<file path="config.mk">
export PLATFORM = sky130hd
export DESIGN_NAME = ccd_prog_seq
export DESIGN_NICKNAME = d
export VERILOG_FILES = /design/src/rtl/ccd_seq_pkg.sv /design/src/rtl/ccd_seq_fetch.sv /design/src/rtl/ccd_seq_exec.sv /design/src/rtl/ccd_prog_seq.sv
export SDC_FILE = /design/constraint.sdc
export NUM_CORES = 1
export LEC_CHECK = 0
export BUFFER_PORTS_ARGS = -buffer_cell sky130_fd_sc_hd__clkbuf_2
export CORE_MARGIN = 2
export CORE_UTILIZATION = 25
export CTS_CLUSTER_SIZE = 28
export DETAILED_ROUTE_END_ITERATION = 8
export GPL_TIMING_DRIVEN = 1
export PLACE_DENSITY = 0.42
export SYNTH_ARGS = -nofsm -noshare
export SYNTH_HDL_FRONTEND = slang
export SYNTH_SLANG_ARGS = --single-unit
export TNS_END_PERCENT = 20
</file>
<file path="constraint.sdc">
create_clock -name clk -period 6.06 [get_ports clk]
set_clock_uncertainty 0.05 [all_clocks]
set_input_delay 1.212 -clock clk [delete_from_list [all_inputs] [get_ports clk]]
set_output_delay 1.212 -clock clk [all_outputs]
set_load 0.01 [all_outputs]
</file>
<file path="src/rtl/ccd_seq_pkg.sv">
package ccd_seq_pkg;

    // Program word layout (fixed by the word format)
    localparam int WORD_W = 16;
    localparam int SRAM_W = 11;
    localparam int CODE_W = 3;
    localparam int CREP_W = 14;
    localparam int BREP_W = 12;
    localparam int CCNT_W = 12;

    localparam logic [1:0] TAG_HDR_A = 2'b11;
    localparam logic [1:0] TAG_HDR_B = 2'b10;
    localparam logic [1:0] TAG_CPL_A = 2'b01;
    localparam logic [1:0] TAG_CPL_B = 2'b00;

    localparam logic [CODE_W-1:0] CODE_IGNORE = 3'd0;
    localparam logic [CODE_W-1:0] CODE_VSYNC  = 3'd1;
    localparam logic [CODE_W-1:0] CODE_HSYNC  = 3'd2;
    localparam logic [CODE_W-1:0] CODE_VALID  = 3'd3;
    localparam logic [CODE_W-1:0] CODE_OVCLK  = 3'd4;

    typedef enum logic [1:0] {
        END_HALT    = 2'd0,
        END_NEXT    = 2'd1,
        END_RESTART = 2'd2,
        END_JUMP    = 2'd3
    } end_act_e;

    typedef struct packed {
        logic [SRAM_W-1:0] sram;
        logic [CODE_W-1:0] code;
        logic [CREP_W-1:0] rep;
    } cpl_t;

endpackage

</file>
<file path="src/rtl/ccd_seq_fetch.sv">
module ccd_seq_fetch
    import ccd_seq_pkg::*;
#(
    parameter int PAGE_W     = 2,
    parameter int PAGE_OFS_W = 13
) (
    input  logic                         clk,
    input  logic                         rst_n,
    input  logic                         run,
    output logic [PAGE_W+PAGE_OFS_W-1:0] mem_addr,
    input  logic [WORD_W-1:0]            mem_rdata,
    input  logic                         nxt_take,
    output logic                         nxt_v,
    output cpl_t                         nxt,
    output logic                         stopped,
    output logic                         fmt_err
);

    localparam int ADDR_W = PAGE_W + PAGE_OFS_W;

    typedef enum logic [2:0] {
        F_IDLE, F_H0, F_H1, F_C0, F_C1, F_STOP
    } fstate_e;

    typedef struct packed {
        fstate_e            st;
        logic               ph;      // 0: address issued, 1: data present
        logic [ADDR_W-1:0]  pc;
        logic [ADDR_W-1:0]  first;   // first couplet of current block
        logic [BREP_W-1:0]  blk_left;
        logic [CCNT_W-1:0]  cnt;
        logic [CCNT_W-1:0]  cleft;
        end_act_e           act;
        logic [PAGE_W-1:0]  page;
        logic [SRAM_W-1:0]  hold_sram;
        logic [CODE_W-1:0]  hold_code;
        cpl_t               nxt;
        logic               nxt_v;
        logic               err;
    } fetch_s;

    fetch_s q, d;
    logic [1:0] tag;
    logic       finish;
    logic       bad;

    always_comb begin
        d      = q;
        tag    = mem_rdata[15:14];
        finish = 1'b0;
        bad    = 1'b0;
        if (nxt_take) d.nxt_v = 1'b0;

        unique case (q.st)
            F_IDLE: begin
                if (run) begin
                    d.st = F_H0;
                    d.ph = 1'b0;
                    d.pc = '0;
                end
            end
            F_H0: begin
                if (!q.ph) d.ph = 1'b1;
                else if (tag != TAG_HDR_A) bad = 1'b1;
                else begin
                    d.ph       = 1'b0;
                    d.act      = end_act_e'(mem_rdata[13:12]);
                    d.blk_left = (mem_rdata[11:0] == '0) ? BREP_W'(1) : mem_rdata[11:0];
                    d.pc       = q.pc + ADDR_W'(1);
                    d.st       = F_H1;
                end
            end
            F_H1: begin
                if (!q.ph) d.ph = 1'b1;
                else if (tag != TAG_HDR_B) bad = 1'b1;
                else begin
                    d.ph    = 1'b0;
                    d.page  = mem_rdata[13:12];
                    d.cnt   = mem_rdata[11:0];
                    d.cleft = mem_rdata[11:0];
                    d.pc    = q.pc + ADDR_W'(1);
                    d.first = q.pc + ADDR_W'(1);
                    if (mem_rdata[11:0] == '0) finish = 1'b1;
                    else d.st = F_C0;
                end
            end
            F_C0: begin
                if (!q.ph) begin
                    if (!q.nxt_v) d.ph = 1'b1;
                end else if (tag != TAG_CPL_A) bad = 1'b1;
                else begin
                    d.ph        = 1'b0;
                    d.hold_sram = mem_rdata[13:3];
                    d.hold_code = mem_rdata[2:0];
                    d.pc        = q.pc + ADDR_W'(1);
                    d.st        = F_C1;
                end
            end
            F_C1: begin
                if (!q.ph) d.ph = 1'b1;
                else if (tag != TAG_CPL_B) bad = 1'b1;
                else begin
                    d.ph       = 1'b0;
                    d.nxt.sram = q.hold_sram;
                    d.nxt.code = q.hold_code;
                    d.nxt.rep  = mem_rdata[13:0];
                    d.nxt_v    = 1'b1;
                    d.pc       = q.pc + ADDR_W'(1);
                    d.st       = F_C0;
                    if (q.cleft == CCNT_W'(1)) begin
                        if (q.blk_left > BREP_W'(1)) begin
                            d.blk_left = q.blk_left - BREP_W'(1);
                            d.pc       = q.first;
                            d.cleft    = q.cnt;
                        end else begin
                            finish = 1'b1;
                        end
                    end else begin
                        d.cleft = q.cleft - CCNT_W'(1);
                    end
                end
            end
            F_STOP: begin
                d.ph = 1'b0;
            end
            default: d.st = F_IDLE;
        endcase

        if (finish) begin
            unique case (d.act)
                END_HALT:    d.st = F_STOP;
                END_NEXT:    d.st = F_H0;
                END_RESTART: begin d.st = F_H0; d.pc = '0; end
                END_JUMP:    begin d.st = F_H0; d.pc = {d.page, {PAGE_OFS_W{1'b0}}}; end
                default:     d.st = F_STOP;
            endcase
        end

        if (bad) begin
            d.err = 1'b1;
            d.ph  = 1'b0;
            d.st  = F_STOP;
        end

        if (!run) begin
            d.st    = F_IDLE;
            d.ph    = 1'b0;
            d.pc    = '0;
            d.nxt_v = 1'b0;
            d.err   = 1'b0;
        end
    end

    always_ff @(posedge clk) begin
        if (!rst_n) q <= '0;
        else        q <= d;
    end

    assign mem_addr = q.pc;
    assign nxt_v    = q.nxt_v;
    assign nxt      = q.nxt;
    assign stopped  = (q.st == F_STOP);
    assign fmt_err  = q.err;

endmodule

</file>
<file path="src/rtl/ccd_seq_exec.sv">
module ccd_seq_exec
    import ccd_seq_pkg::*;
(
    input  logic              clk,
    input  logic              rst_n,
    input  logic              run,
    input  logic              pix_ce,
    input  logic              nxt_v,
    input  cpl_t              nxt,
    input  logic              fetch_stopped,
    output logic              nxt_take,
    output logic              seq_stb,
    output logic [SRAM_W-1:0] seq_sram,
    output logic [CODE_W-1:0] seq_code,
    output logic              seq_data,
    output logic              halted
);

    typedef struct packed {
        logic [CREP_W-1:0] left;    // steps still owed by current couplet
        logic [SRAM_W-1:0] cur_sram;
        logic [CODE_W-1:0] cur_code;
        logic              stb;
        logic [SRAM_W-1:0] o_sram;
        logic [CODE_W-1:0] o_code;
        logic              o_data;
    } exec_s;

    exec_s q, d;
    logic  drained;

    always_comb begin
        d        = q;
        d.stb    = 1'b0;
        nxt_take = 1'b0;
        drained  = fetch_stopped && !nxt_v && (q.left == '0);

        if (run && pix_ce && !drained) begin
            d.stb = 1'b1;
            if (q.left != '0) begin
                d.o_sram = q.cur_sram;
                d.o_code = q.cur_code;
                d.left   = q.left - CREP_W'(1);
            end else if (nxt_v) begin
                nxt_take   = 1'b1;
                d.o_sram   = nxt.sram;
                d.o_code   = nxt.code;
                d.cur_sram = nxt.sram;
                d.cur_code = nxt.code;
                d.left     = (nxt.rep == '0) ? '0 : nxt.rep - CREP_W'(1);
            end else begin
                d.o_sram = '0;
                d.o_code = CODE_IGNORE;
            end
            d.o_data = (d.o_code == CODE_VALID) || (d.o_code == CODE_OVCLK);
        end

        if (!run) begin
            d.left = '0;
            d.stb  = 1'b0;
        end
    end

    always_ff @(posedge clk) begin
        if (!rst_n) q <= '0;
        else        q <= d;
    end

    assign seq_stb  = q.stb;
    assign seq_sram = q.o_sram;
    assign seq_code = q.o_code;
    assign seq_data = q.o_data;
    assign halted   = run && drained;

endmodule

</file>
<file path="src/rtl/ccd_prog_seq.sv">
module ccd_prog_seq
    import ccd_seq_pkg::*;
#(
    parameter int PAGE_W     = 2,
    parameter int PAGE_OFS_W = 13
) (
    input  logic                         clk,
    input  logic                         rst_n,
    input  logic                         run,
    input  logic                         pix_ce,
    output logic [PAGE_W+PAGE_OFS_W-1:0] mem_addr,
    input  logic [WORD_W-1:0]            mem_rdata,
    output logic                         seq_stb,
    output logic [SRAM_W-1:0]            seq_sram,
    output logic [CODE_W-1:0]            seq_code,
    output logic                         seq_data,
    output logic                         halted,
    output logic                         fmt_err
);

    logic nxt_take;
    logic nxt_v;
    cpl_t nxt;
    logic fetch_stopped;

    ccd_seq_fetch #(
        .PAGE_W     (PAGE_W),
        .PAGE_OFS_W (PAGE_OFS_W)
    ) u_fetch (
        .clk       (clk),
        .rst_n     (rst_n),
        .run       (run),
        .mem_addr  (mem_addr),
        .mem_rdata (mem_rdata),
        .nxt_take  (nxt_take),
        .nxt_v     (nxt_v),
        .nxt       (nxt),
        .stopped   (fetch_stopped),
        .fmt_err   (fmt_err)
    );

    ccd_seq_exec u_exec (
        .clk           (clk),
        .rst_n         (rst_n),
        .run           (run),
        .pix_ce        (pix_ce),
        .nxt_v         (nxt_v),
        .nxt           (nxt),
        .fetch_stopped (fetch_stopped),
        .nxt_take      (nxt_take),
        .seq_stb       (seq_stb),
        .seq_sram      (seq_sram),
        .seq_code      (seq_code),
        .seq_data      (seq_data),
        .halted        (halted)
    );

endmodule

</file>
# Word-level counts from Yosys, hierarchy flattened
# Cells that the tools add are included.
word_totals:
  regBits: 162
  input_bits: 20
  out_inout_bits: 33
  wordCells: 191
classes:
  n_addsub: 5
  n_lt_le_gt_ge: 1
  eq_ne: 43
  n_mux: 80
  bitwise: 6
  reduce_logical: 32
op_table:
  columns: ["operator", "count"]
  rows:
  - ["2-to-1 mux 12 bit", 13]
  - ["2-to-1 mux 15 bit", 6]
  - ["case mux 15 bit (5 select lines)", 1]
  - ["2-to-1 mux 14 bit", 5]
  - ["2-to-1 mux 19 bit", 3]
  - ["case mux 12 bit (2 select lines)", 2]
  - ["2-to-1 mux 34 bit", 1]
  - ["2-to-1 mux 30 bit", 1]
  - ["case mux 15 bit (2 select lines)", 1]
  - ["logical NOT 14 bit", 2]
  - ["2-to-1 mux 28 bit", 1]
  - ["subtractor 14 x 1 -> 14 bit (second input constant)", 2]
  - ["2-to-1 mux 1 bit", 27]
  - ["subtractor 12 x 1 -> 12 bit (second input constant)", 2]
  - ["inequality test 4 x 2 -> 1 bit (second input constant)", 5]
  - ["AND reduction 10 bit", 2]
  - ["2-to-1 mux 3 bit", 6]
  - ["case mux 3 bit (6 select lines)", 1]
  - ["2-to-1 mux 16 bit", 1]
  - ["inequality test 4 x 1 -> 1 bit (second input constant)", 4]
  - ["adder 15 x 1 -> 15 bit (second input constant)", 1]
  - ["inequality test 3 x 2 -> 1 bit (second input constant)", 5]
  - ["nonzero test 14 bit", 1]
  - ["equality test 12 x 1 -> 1 bit (second input constant)", 1]
  - ["other kinds (31)", 73]

# Longest topological paths before layout
# Gate-level depths: netlist of run 1.
logic_depth:
  word_depth: 10
  ltp_mapped: 12
  ltp_nobuf: 8

# Cells and area by module
# A second synthesis of run 1 with hierarchy kept.
unflattened:
  cells_unflattened: 1128
  area_unflattened_um2: 8632.0
by_module_without_submodules:
  columns: ["module", "n_inst", "cells_each", "area_per_inst_um2", "seq_area_each_um2"]
  rows:
  - ["ccd_seq_fetch", 1, 807, 6153.4, 2362.3]
  - ["ccd_seq_exec", 1, 321, 2478.6, 880.8]

# Worst setup path after synthesis of run 1
# Ideal clock, no wire load.
synth_path:
  path_type: "register to output"
  startpoint: "register u_exec.q[30] (netlist name)"
  endpoint: "output halted"
  arrival_ps: 1896
  t_required_ps: 4798
  slack_ps: 2902
  stages_incl_launch_ff: 7
  path_buffers: 0
  cell_sequence: "dfxtp_1 > inv_1 > ha_1 > or3b_4 > or4_4 > nor3_2 > and4_1"
synth_between:
  elab_chain_cells: 3
synth_rtl:
  columns: ["element", "line", "source"]
  rows:
  - ["from (decl)", "ccd_seq_exec.sv:29", "exec_s q, d;"]
  - ["from (signal assigned)", "ccd_seq_exec.sv:65", "if (!rst_n) q <= '0;"]
  - ["from (signal assigned)", "ccd_seq_exec.sv:66", "else q <= d;"]
  - ["logical NOT 14 bit", "ccd_seq_exec.sv:36", "drained = fetch_stopped && !nxt_v && (q.left == '0);"]
  - ["logical AND 1 bit", "ccd_seq_exec.sv:36", null]
  - ["logical AND 1 bit", "ccd_seq_exec.sv:73", "assign halted = run && drained;"]
  - ["to (decl)", "ccd_prog_seq.sv:17", "output logic halted,"]
# Every way passes these cells.

# Worst setup path after layout of run 1
# Same ends and word-level chain as after synthesis.

==> impl_metrics.py, run 1 <==
metrics = {
    "logic_synthesis": {
        "synth_top_area_share_pct": 37.7,
        "yosys_warnings": 0,
        "ys_seq_elements": 162,
        "yosysTopAreaCell": "dfxtp_1",
        "avgSynthCellArea_um2": 7.98,
        "ys.flop_type": "dfxtp_1",
        "netlist_area_um2": 8610,
        "async_flop_share_pct": 0,
        "ys_seq_area_share_pct": 37.7,
        "yosysMostFrequentCell": "nand2_1",
        "synth_cell_types": 79,
        "ys_top_cells_by_count": "218 x nand2_1, 162 x dfxtp_1, 69 x a21boi_0, 60 x nor2_1, 56 x a21oi_1",
        "netlist_instances": 1079,
        "synth_nets": 1106,
        "synth_enable_flop_cells": 0,
        "synth_area_leaders": "dfxtp_1 38%, nand2_1 9.5%, a21boi_0 6.0%, a21oi_1 3.3%, buf_4 2.7%",
    },
    "floorplanning": {
        "die_w_um": 190,
        "io_pins": 53,
        "dieArea_um2": 36000,
        "start_util_pct": 25.6,
        "fp.coreArea_um2": 33700,
        "rows": 67,
        "fp.dieH_um": 190,
    },
    "grt": {
        "grt_first_pass_wirelength_mm": 41.4,
        "grt_usage_pct": 14.6,
        "grt_max_degree": 76,
        "grt_pass1_vias": 7259,
        "grt_antenna_before_repair": 0,
        "overflow": 0,
    },
    "layout": {
        "nFillCells": 3747,
        "nets": 1085,
        "syn2layout_area_growth_pct": 10.9,
        "fin_util_pct": 28.4,
        "fin_cells": 1519,
        "antenna_cells": 0,
        "finalInstanceArea_um2": 9560,
        "layout-drive-gt1-share_pct": 11.2,
    },
    "worst_setup_path": {
        "required_ns": 4.80,
        "endpoint": "halted",
        "crit_path_start": "u_exec.q[30]",
        "endpoint_kind": "output pin",
        "reg2reg_depth": 7,
        "reg2reg_slack_ns": 2.56,
        "cp_top_family": "simple AND/OR/NAND/NOR gates",
        "path_buf_inv": 2,
        "cp.depth": 7,
        "slowest_delay_ns": 0.47,
        "slowest_stage": "or4_4",
        "r2r-end": "u_fetch.mem_addr[14]",
        "path_class": "reg -> out",
        "cp-start-kind": "flop",
        "arrival_ns": 2.61,
        "reg2reg_from": "u_fetch.q[117]",
        "crit_chain": "inv_1, ha_1, or3b_4, or4_4, nor3_2, and4_1, clkbuf_2",
        "critPathMaxFanout": 5,
    },
    "drt": {
        "drt_iter0_drc": 539,
        "drc": 0,
        "drt-wirelength-per-cell_um": 16.9,
        "wirelength_mm": 25.7,
        "vias": 7626,
        "vias_per_cell": 5.02,
        "drt.antenna.violating_nets": 0,
        "firstDrtPassIters": 5,
    },
    "outcome": {
        "status": "finished, final reports clean",
    },
    "job": {
        "max_cap_viol_count": 0,
    },
    "clocking": {
        "cts_inserted_buffers": 17,
        "cts_tree": "built",
        "hold_buffers": 0,
        "clk_latency_ns": 0.45,
        "clk_pin_slew_worst_paths_ns": 0.07,
        "root_buffer": "clkbuf_16",
        "cts_resized": 0,
        "cts_setup_buffers": 0,
        "clock_path_buffers": 2,
        "clock-sinks": 162,
        "cts.htree.levels": 4,
    },
    "timing": {
        "hold_ws_ns": 0.396,
        "finalHoldViolations": 0,
        "grt_setup_unrepaired": "no",
        "worst_pin_slew_ns": 1.15,
        "fmax_mhz": 259,
        "fin_crit_sh_pct": 63.8,
        "maxSlewViolCount": 0,
        "setup_viol": 0,
        "post-route-min-period_ns": 3.87,
        "worst_slack_ns": 2.19,
        "slew_headroom_pct": 23.4,
        "setup_tns_ns": 0,
    },
    "place": {
        "dpl_worst_slack_ns": 2.06,
        "place_congestion": 0.789,
        "dpl_cell_area_um2": 8980,
        "dp_hpwl_mm": 17.4,
        "placed_cells": 1487,
        "portBuffers": 52,
    },
    "hold_path": {
        "hold_path_startpoint": "u_fetch.fmt_err",
        "hold_path.class": "reg -> reg",
    },
    "power_and_ir_drop": {
        "total_power_mw": 2.31,
        "p_leak_nw": 3.48,
        "vdd_ir_drop_max_mv": 0.190,
        "power_density_nw_per_um2": 241,
    },
}
[sequential cells by signal, summed over array words and instances, names as in the netlist]
name,flops
u_exec.seq_sram,11
u_exec.seq_data,1
u_exec.q,28
u_fetch.q,73
u_fetch.nxt,28
u_exec.seq_code,3
u_exec.seq_stb,1
u_fetch.nxt_v,1
u_fetch.mem_addr,15
u_fetch.fmt_err,1
[worst min-delay path by stage]
stage	to	slack [ns]	depth (start not counted)
5_1_grt	u_exec.seq_data	0.42	2
3_5_place_dp	u_fetch.fmt_err	0.39	2
2_1_floorplan	u_exec.q[42]	0.38	2
3_3_place_gp	u_fetch.fmt_err	0.39	2
4_1_cts	u_fetch.fmt_err	0.40	2
6_report	u_fetch.fmt_err	0.40	2
[layer usage]
metal  wire length (um)  vias up  GRT usage [%]  share of wire [%]
li1                   -     3812              -                  -
met1              12600     3651           19.7                 49
met2              12000      139           24.0                 46
met3                820       24           2.25                3.2
met4                370        0           4.29                1.4
met5                  0        -              0                  0
[power by group]
| part | switching [mW] | total (mW) | internal [mW] |
|---|---|---|---|
| registers | 0.0101 | 1.08 | 1.07 |
| logic | 0.0959 | 0.151 | 0.0552 |
| clock network | 0.527 | 1.07 | 0.547 |
[worst min-delay path: cells and delay by family, from the launching register on]
kind | cells | cell delay [ns]
flip-flops | 1 | 0.31
AO/OA/AOI/OAI | 1 | 0.04
buffers and inverters | 1 | 0.05
[logic make-up (layout without fill, tap and decap cells)]
family,after synthesis,count (layout),share of synthesized area [%]
flip-flops,162,162,37.7
XOR/XNOR,27,27,2.75
buffers and inverters,118,110,6.86
adder cells (fa/ha/maj),7,7,1.02
AO/OA/AOI/OAI,311,311,25.8
AND/OR/NAND/NOR,443,443,24.6
multiplexers,11,11,1.32
[cell type report]
cell class | count | area (um^2) | area share, %
Clock buffer | 17 | 425 | 4.45
Clock inverter | 15 | 145 | 1.52
Inverter | 17 | 63.8 | 0.668
Multi-Input combinational cell | 799 | 4790 | 50.1
Sequential cell | 162 | 3240 | 33.9
Tap cell | 448 | 561 | 5.87
Timing Repair Buffer | 61 | 330 | 3.46
[cells in the final DEF, fill, tap and decap left out, types with 5 or more instances in the layout]
| cell | Yosys | routed |
|---|---|---|
| buf_4 | 31 | 10 |
| nor2_1 | 60 | 59 |
| ha_1 | 7 | 7 |
| dfxtp_1 | 162 | 162 |
| o211ai_1 | 16 | 16 |
| or4_1 | 7 | 7 |
| a21o_1 | 8 | 8 |
| o21ai_0 | 42 | 42 |
| or3_1 | 7 | 7 |
| o31ai_1 | 6 | 6 |
| nand2_1 | 218 | 218 |
| a211oi_1 | 11 | 11 |
| nand2b_1 | 7 | 7 |
| a31oi_1 | 10 | 10 |
| nor4_1 | 12 | 12 |
| clkbuf_2 | 0 | 51 |
| a222oi_1 | 16 | 16 |
| inv_1 | 17 | 17 |
| o211a_1 | 18 | 18 |
| nor3b_1 | 9 | 9 |
| mux2i_1 | 8 | 8 |
| a22oi_1 | 5 | 5 |
| inv_8 | 0 | 5 |
| nor2b_1 | 23 | 23 |
| a21oi_1 | 56 | 56 |
| a21boi_1 | 11 | 11 |
| nand3_1 | 33 | 33 |
| clkbuf_16 | 0 | 17 |
| a21boi_0 | 69 | 69 |
| and3_1 | 8 | 8 |
| xor2_1 | 11 | 11 |
| nor3_1 | 23 | 23 |
| xnor2_1 | 16 | 16 |
No activity file was read; power rests on OpenSTA's default activity.
==> inputs of run 2 (changes only) <==
--- a/config.mk
+++ b/config.mk
@@ -5,6 +5,7 @@
 export SDC_FILE = /design/constraint.sdc
 export NUM_CORES = 1
 export LEC_CHECK = 0
+export ABC_AREA = 1
 export BUFFER_PORTS_ARGS = -buffer_cell sky130_fd_sc_hd__clkbuf_2
 export CORE_MARGIN = 2
 export CORE_UTILIZATION = 25
==> constraint.sdc (replaced) <==
create_clock -name clk -period 3.9 [get_ports clk]
set_clock_uncertainty 0.05 [all_clocks]
set_input_delay 0.78 -clock clk [delete_from_list [all_inputs] [get_ports clk]]
set_output_delay 0.78 -clock clk [all_outputs]
set_load 0.01 [all_outputs]
==> run 2 against run 1 <==
  * Combinational power rose to 9.8 times the previous value
  * Design area rose by 0.62%
  * Critical path depth rose by 3
  * Worst hold slack improved by 0.015 ns
  * Clock power rose by 52%
  * Core utilization fell by 0.38 points
  * Synthesized area rose by 0.64%
  * Non-clock buffer count fell by 3
  * Flip-flop and latch count did not move
  * First-iteration DRC count fell by 19%
  * Sequential share of layout area fell by 0.21 points
  * Critical endpoint unchanged
  * Highest routed layer is now met5
==> impl_metrics.py, run 2 <==
metrics = {
    "outcome": {
        "status": "finished, final reports clean",
    },
    "timing": {
        "setup_tns_ns": 0,
        "worst_pin_slew_ns": 0.973,
        "setup_viol": 0,
        "worst_slack_ns": 0.979,
        "grt_setup_unrepaired": "no",
        "maxSlewViolCount": 0,
        "post-route-min-period_ns": 2.92,
        "finalHoldViolations": 0,
        "slew_headroom_pct": 35.0,
        "fin_crit_sh_pct": 74.9,
        "fmax_mhz": 342,
    },
    "worst_setup_path": {
        "slowest_stage": "dfxtp_1",
        "path_buf_inv": 2,
        "cp-start-kind": "flop",
        "slowest_delay_ns": 0.31,
        "endpoint_kind": "output pin",
        "arrival_ns": 2.09,
        "required_ns": 3.07,
        "critPathMaxFanout": 4,
        "path_class": "reg -> out",
        "cp_top_family": "simple AND/OR/NAND/NOR gates",
        "crit_chain": "inv_1, ha_1, nand2_2, nor2_4, nand2_2, nor2_4, nand2_1, nor2_2, and3_1, clkbuf_2",
    },
    "clocking": {
        "clk_latency_ns": 0.45,
        "cts_resized": 0,
        "cts_tree": "built",
        "root_buffer": "clkbuf_16",
        "cts_setup_buffers": 0,
        "clock_path_buffers": 2,
        "hold_buffers": 0,
        "cts_inserted_buffers": 17,
        "cts.htree.levels": 4,
        "clock-sinks": 162,
        "clk_pin_slew_worst_paths_ns": 0.07,
    },
    "place": {
        "dp_hpwl_mm": 18.9,
        "place_congestion": 0.836,
        "portBuffers": 52,
        "dpl_worst_slack_ns": 1.11,
    },
    "layout": {
        "layout_common_cells": "252 x nand2_1, 162 x dfxtp_1, 154 x nor2_1",
        "fin_util_pct": 28.0,
        "syn2layout_area_growth_pct": 10.9,
        "antenna_cells": 0,
        "mostFrequentLayoutCell": "nand2_1",
        "largest_reg_flops": 73,
        "nets": 1284,
        "nFillCells": 3889,
        "layout-drive-gt1-share_pct": 12.6,
        "top_register": "u_fetch.q",
    },
    "logic_synthesis": {
        "synth_top_area_share_pct": 37.4,
        "synth_cell_types": 47,
        "yosysMostFrequentCell": "nand2_1",
        "avgSynthCellArea_um2": 6.89,
        "synth_enable_flop_cells": 0,
        "ys.flop_type": "dfxtp_1",
        "async_flop_share_pct": 0,
        "synth_area_leaders": "dfxtp_1 37%, nand2_1 11%, a21oi_1 8.0%, o21ai_0 7.7%, nor2_1 6.7%",
        "ys_seq_area_share_pct": 37.4,
        "ys_top_cells_by_count": "252 x nand2_1, 162 x dfxtp_1, 154 x nor2_1, 139 x a21oi_1, 134 x o21ai_0",
        "synth_nets": 1286,
        "yosys_warnings": 0,
        "ys_seq_elements": 162,
        "netlist_area_um2": 8670,
        "yosysTopAreaCell": "dfxtp_1",
        "netlist_instances": 1259,
    },
    "drt": {
        "drt-wirelength-per-cell_um": 15.4,
        "vias_per_cell": 4.52,
        "wirelength_mm": 26.6,
        "drt.antenna.violating_nets": 0,
        "drt_iter0_drc": 438,
        "drc": 0,
        "vias": 7802,
        "firstDrtPassIters": 8,
    },
    "floorplanning": {
        "dieArea_um2": 36200,
        "fp.dieH_um": 190,
        "fp.coreArea_um2": 34400,
        "io_pins": 53,
        "start_util_pct": 25.2,
        "rows": 68,
        "die_w_um": 190,
    },
    "power_and_ir_drop": {
        "internal_power_mw": 3.04,
        "power_density_nw_per_um2": 512,
        "vdd_ir_drop_max_mv": 0.307,
        "p_sw_mw": 1.89,
        "p_clk_share_pct": 33.0,
        "total_power_mw": 4.93,
        "p_leak_nw": 4.04,
        "seqPwrFrac_pct": 37.0,
        "swShare_pct": 38.3,
        "power_frac_comb_pct": 30.0,
    },
    "grt": {
        "grt_max_degree": 82,
        "grt_antenna_before_repair": 1,
        "grt_pass1_vias": 7611,
        "grt_first_pass_wirelength_mm": 42.5,
        "overflow": 0,
        "grt_usage_pct": 15.2,
    },
    "hold_path": {
        "hold_path.class": "reg -> reg",
    },
    "job": {
        "max_cap_viol_count": 0,
    },
}
[run 2: cell count changes after synthesis, sizes merged, moves of 14 or more]
cell	previous run	this run
a21boi	80	2
nor4	15	1
o211a	18	0
xor2	11	29
nand2	218	266
a222oi	16	0
nor2b	23	0
nor2	61	170
inv	17	117
clkbuf	53	27
a21oi	57	144
o21ai	43	149
[run 2: power by group through the flow]
stage | Combinational (mW) | Clock (mW) | Sequential (mW)
after floorplan | 1.18 | 0 | 1.83
after global placement | 1.50 | 0 | 1.86
after detailed placement | 1.49 | 0 | 1.86
after CTS | 1.50 | 1.67 | 1.82
after global routing | 1.70 | 1.74 | 1.84
final | 1.48 | 1.63 | 1.82
[run 2: worst register-to-register path, delay by kind of cell (launching register included)]
| kind | cells | cell delay, ns |
|---|---|---|
| flip-flops | 1 | 0.62 |
| AO/OA/AOI/OAI | 2 | 0.28 |
| AND/OR/NAND/NOR | 5 | 1.16 |
| buffers and inverters | 1 | 0.42 |
[run 2: cells by family (layout without fill, tap and decap cells)]
group | count (synthesis) | after routing | synth area share, %
AO/OA/AOI/OAI | 340 | 340 | 21.3
buffers and inverters | 197 | 208 | 10.7
XOR/XNOR | 38 | 38 | 3.84
AND/OR/NAND/NOR | 515 | 515 | 25.8
flip-flops | 162 | 162 | 37.4
adder cells (fa/ha/maj) | 7 | 7 | 1.01
[run 2: cell type report]
class	count	area [um^2]	share of cell area (%)
Multi-Input combinational cell	900	4500	46.8
Sequential cell	162	3240	33.7
Tap cell	455	569	5.92
Inverter	118	449	4.67
Clock buffer	17	425	4.42
Timing Repair Buffer	58	305	3.18
Clock inverter	15	120	1.25
[run 2: worst paths after layout]
kind	start	end	slack [ns]	depth (start not counted)
max	u_exec.q[30]	halted	0.98	10
min	u_fetch.q[43]	u_fetch.nxt[27]	0.41	2
max reg2reg	u_fetch.q[117]	u_fetch.q[51]	1.28	8
min reg2reg	u_fetch.q[43]	u_fetch.nxt[27]	0.41	2
[run 2: through the flow]
step	cells	cell area (um^2)	hold slack (ns)
after floorplan	1259	8670	0.375
after global placement	1693	9070	0.399
after detailed placement	1693	9070	0.401
after CTS	1725	9610	0.410
after global routing	1725	9610	0.434
final	1725	9610	0.411
[run 2: metal layers]
layer	share of wire, %	track usage, %
met2	46	24.9
met5	0.049	0
met3	3.0	2.67
met1	49	20.1
met4	2.1	5.13
